## src/rtl/irq_regbank.sv

```systemverilog
module irq_regbank #(
  parameter int ADDR_W = 8,
  parameter int DATA_W = 32,
  parameter int NSRC = 10,
  parameter logic [NSRC-1:0] LIVE = 10'h2FF,
  parameter logic [ADDR_W-1:0] A_STAT = 8'h10,
  parameter logic [ADDR_W-1:0] A_MASK = 8'h20,
  parameter logic [ADDR_W-1:0] A_EN = 8'h24,
  parameter logic [ADDR_W-1:0] A_DIS = 8'h28
) (
  input  logic              clk,
  input  logic              rst_n,
  input  logic              bus_wr,
  input  logic [ADDR_W-1:0] bus_addr,
  input  logic [DATA_W-1:0] bus_wdata,
  output logic [DATA_W-1:0] bus_rdata,
  input  logic [NSRC-1:0]   evt_i,
  output logic              irq_o
);

  logic [NSRC-1:0] status_q, mask_q;
  logic [NSRC-1:0] wsrc, evt_live, clr;
  logic hit_stat, hit_en, hit_dis;

  assign wsrc     = bus_wdata[NSRC-1:0] & LIVE;
  assign evt_live = evt_i & LIVE;
  assign hit_stat = bus_wr && (bus_addr == A_STAT);
  assign hit_en   = bus_wr && (bus_addr == A_EN);
  assign hit_dis  = bus_wr && (bus_addr == A_DIS);
  assign clr      = hit_stat ? wsrc : '0;

  always_ff @(posedge clk or negedge rst_n) begin
    if (!rst_n) begin
      status_q <= '0;
      mask_q   <= LIVE;
    end else begin
      status_q <= (status_q & ~clr) | evt_live;
      if (hit_en)
        mask_q <= mask_q & ~wsrc;
      else if (hit_dis)
        mask_q <= mask_q | wsrc;
    end
  end

  assign irq_o = |(status_q & ~mask_q);

  always_comb begin
    bus_rdata = '0;
    if (bus_addr == A_STAT)
      bus_rdata[NSRC-1:0] = status_q;
    else if (bus_addr == A_MASK)
      bus_rdata[NSRC-1:0] = mask_q;
  end

  // a set status bit survives any cycle without a clear write
  p_sticky_r2: assert property (@(posedge clk) disable iff (!rst_n)
    !hit_stat |=> ((status_q & $past(status_q)) == $past(status_q)));

  // a pulse always lands, even against a clear of the same bit
  p_set_wins_r8: assert property (@(posedge clk) disable iff (!rst_n)
    (|evt_live) |=> ((status_q & $past(evt_live)) == $past(evt_live)));


  p_unmask_r4: assert property (@(posedge clk) disable iff (!rst_n)
    hit_en |=> ((mask_q & $past(wsrc)) == '0));


  p_mask_set_r5: assert property (@(posedge clk) disable iff (!rst_n)
    hit_dis |=> ((mask_q & $past(wsrc)) == $past(wsrc)));

  // everything masked means no request
  p_quiet_masked_r6: assert property (@(posedge clk) disable iff (!rst_n)
    (mask_q == LIVE) |-> !irq_o);


  p_reserved_r7: assert property (@(posedge clk) disable iff (!rst_n)
    ((status_q | mask_q) & ~LIVE) == '0);

endmodule

```

## config.mk

```make
export PLATFORM = sky130hd
export DESIGN_NAME = irq_regbank
export DESIGN_NICKNAME = d
export VERILOG_FILES = /design/src/rtl/irq_regbank.sv
export SDC_FILE = /design/constraint.sdc
export NUM_CORES = 1
export LEC_CHECK = 0
export BUFFER_PORTS_ARGS = -buffer_cell sky130_fd_sc_hd__buf_4
export CELL_PAD_IN_SITES_DETAIL_PLACEMENT = 1
export CELL_PAD_IN_SITES_GLOBAL_PLACEMENT = 2
export CORE_MARGIN = 1.5
export CORE_UTILIZATION = 25
export CTS_BUF_LIST = sky130_fd_sc_hd__clkbuf_8
export CTS_CLUSTER_SIZE = 25
export DETAILED_ROUTE_END_ITERATION = 8
export PLACE_DENSITY = 0.95
export SYNTH_ARGS = -nofsm -noshare
export SYNTH_HDL_FRONTEND = slang
export SYNTH_SLANG_ARGS = --single-unit
```

## constraint.sdc

```tcl
create_clock -name clk -period 2.7 [get_ports clk]
set_clock_uncertainty 0.2 [all_clocks]
set_input_delay 0.27 -clock clk [delete_from_list [all_inputs] [get_ports clk]]
set_output_delay 0.27 -clock clk [all_outputs]
set_load 0.05 [all_outputs]
```

==> summary.txt <==
Timing
  • RSZ-0062 raised after global routing: false
  • Final setup viols: 0
  • Max frequency: about 0.45 GHz
  • Worst Tran Pin Value: 649 ps
  • Final worst-path cycle share: 0.826
  • Max_slew headroom: 0.565
  • Smallest hold slack: approximately 140 ps
  • Period minus WS final: 2230 ps
  • Final hold viol count: 0
  • Setup TNS: 0 ps
  • Final Max Slew Viols: 0

Floorplan
  • IO Count: 86
  • Die X-Extent: 77.6 µm
  • Initial Util: 0.266
  • Die Y: 77.6 µm
  • Full die area: between 0.006 and 0.007 mm²
  • Core area: 0.00524 mm²
  • Rows: 26

Synthesis
  • Top cell type by total area after synthesis: dfstp_2
  • Cell Area, Synth: 0.00139 mm²
  • Register bit total from synthesis: 18
  • Netlist cell types: 25
  • Sequential share of the synthesized area: 0.332
  • Area contributors post-synth: dfstp_2 (17%), dfrtp_1 (16%), buf_4 (14%)
  • Top-area cell type share of the netlist area: 0.170
  • Syn_area_per_cell: 9.10 µm²
  • Syn Inst Count: 153
  • Synthesis warning total: 0

Worst setup path
  • Slowest CP cell: dfstp_2
  • Sequence of cells on the critical path: nor2b_1, a2111oi_0, nand3_1, buf_4
  • Crit path kind: flip-flop to output port
  • Data arrival, critical path: 1760 ps
  • Crit-path max FO: 4
  • Crit path launch type: flip-flop
  • Critical Path RT: 2230 ps
  • Endpoint class of the critical path: output port
  • CP peak stage delay: 570 ps

Place
  • IO Port Bufs: 38
  • Dpl hpwl: 2.66 mm
  • Final RePlAce weighted congestion: 0.691

Status
  • Run status: completed

Route
  • DR vias: 1300
  • Drt wl/cell: 14.3 µm
  • First-pass DRT Iterations: 4
  • DR DRC count: 0
  • Routed Antenna Nets: 0
  • Routed vias/inst: 4.87
  • Post-Route WL: ~3.8 mm
  • Initial DRC Count: 79

Global routing
  • Global route overflow: 0
  • Initial antenna violation count: 0
  • Global-route wire length before repair: 6.18 mm
  • Largest net degree at the start of global routing: 28
  • Vias in the first global route: 1339
  • Total GRT Usage: 0.128

Finish
  • Most frequent cells in the layout: buf_4 (41), conb_1 (23), nor2_1 (18)
  • Total Nets Final: 251
  • Area delta synth->final: 28.3%
  • Fillers: 627
  • Diodes inserted: 0
  • Share of cells above drive strength 1: 0.340
  • Commonest non-fill, non-tap cell in the layout: buf_4

CTS
  • Skew-Pair Late Insertion Delay: 260 ps
  • Root Driver: clkbuf_8
  • Clk sinks: 18
  • CTS HTree Levels: 1
  • CTS tree: done
  • Clock-pin slew on the worst setup and hold paths: 80 ps
  • Setup Fix Bufs, Post-CTS: 0
  • Num CTS Buffers: 3
  • Max Root-Sink Buffers: 2

Flow run
  • Max-cap violations: 0

Power
  • Static Leakage: roughly 0.64 nW
  • VDD IR max: roughly 0.14 mV
  • Pwr per Cell Area: 362 mW/mm²

Worst hold path
  • Worst Hold Launch: bus_wdata[3]
  • Min-delay worst type: primary input to flip-flop
[layout make-up]
class,instances,area [µm²],share of cell area
timing repair buffer,51,408,0.228
sequential,18,462,0.258
tap,70,87.6,0.0490
clock inverter,1,3.75,0.00210
inverter,6,22.5,0.0126
clock buffer,3,41.3,0.0231
multi-input combinational,118,762,0.426
[per-layer routing]
metal | up-vias | GRT usage | share of wire
met5 | - | 0 | 0
met4 | 0 | 0.0600 | 0.020
met3 | 7 | 0.0141 | 0.054
met2 | 49 | 0.212 | 0.47
met1 | 638 | 0.167 | 0.45
li1 | 606 | - | -
[what timing repair did]
action / 4_1_cts / 5_1_grt
gates resized for setup: 0 / 0
hold buffers: 10 / 0
hold endpoints to repair: 27 / 0
[cells by family (layout without fill, tap and decap cells)]
kind of cell	after synthesis	in the layout	share of synthesized area
buffers and inverters	39	61	0.181
other	1	23	0.00269
AND/OR/NAND/NOR	65	65	0.313
AO/OA/AOI/OAI	30	30	0.173
flip-flops	18	18	0.332
[where the power goes]
part / switching [mW] / total (mW) / leakage [nW] / internal [mW]
sequential: 0.000463 / 0.271 / 0.172 / 0.271
clock: 0.100 / 0.202 / 0.0269 / 0.101
combinational: 0.126 / 0.174 / 0.438 / 0.0483
[per-stage QoR]
stage	cell area, µm²	power [mW]	cells	utilization	worst slack, ps
floorplan	1480	0.410	175	-	582
global placement	1640	0.437	253	0.313	611
detailed placement	1640	0.439	253	0.313	614
CTS	1790	0.656	267	0.341	453
global route	1790	0.674	267	0.341	319
finish	1790	0.647	267	0.341	471
[cells in the mapped netlist]
cell type / n
or4b_1: 1
nor2_1: 18
nor3_2: 1
dfstp_2: 9
nand2_1: 9
conb_1: 1
clkbuf_1: 5
buf_1: 1
buf_4: 26
buf_6: 1
or3b_2: 1
or4_1: 1
dfrtp_1: 9
a2111oi_0: 1
a22oi_1: 10
nor4_2: 10
nor4b_4: 2
a222oi_1: 1
a41oi_1: 9
nand4_1: 9
nor3_1: 9
inv_1: 6
nor2b_1: 3
a21o_1: 9
nand3_1: 1
[path summary, 6_finish.rpt]
kind	to	slack, ps	cells past startpoint
min	status_q[3]	140	3
max	irq_o	470	4
max in group asynchronous	asynchronous set/reset pin	1810	2
max reg2reg	flip-flop	1590	2
min in group asynchronous	status_q[1]	220	2
min reg2reg	status_q[6]	310	1
[worst max-delay path: cells and delay by family (launching register included)]
kind	cells	cell delay, ps
buffers and inverters	1	210
DFF	1	570
and+or+nand+nor	2	190
AOI/OAI and AO/OA	1	520
(Power assumes the default switching activity.)
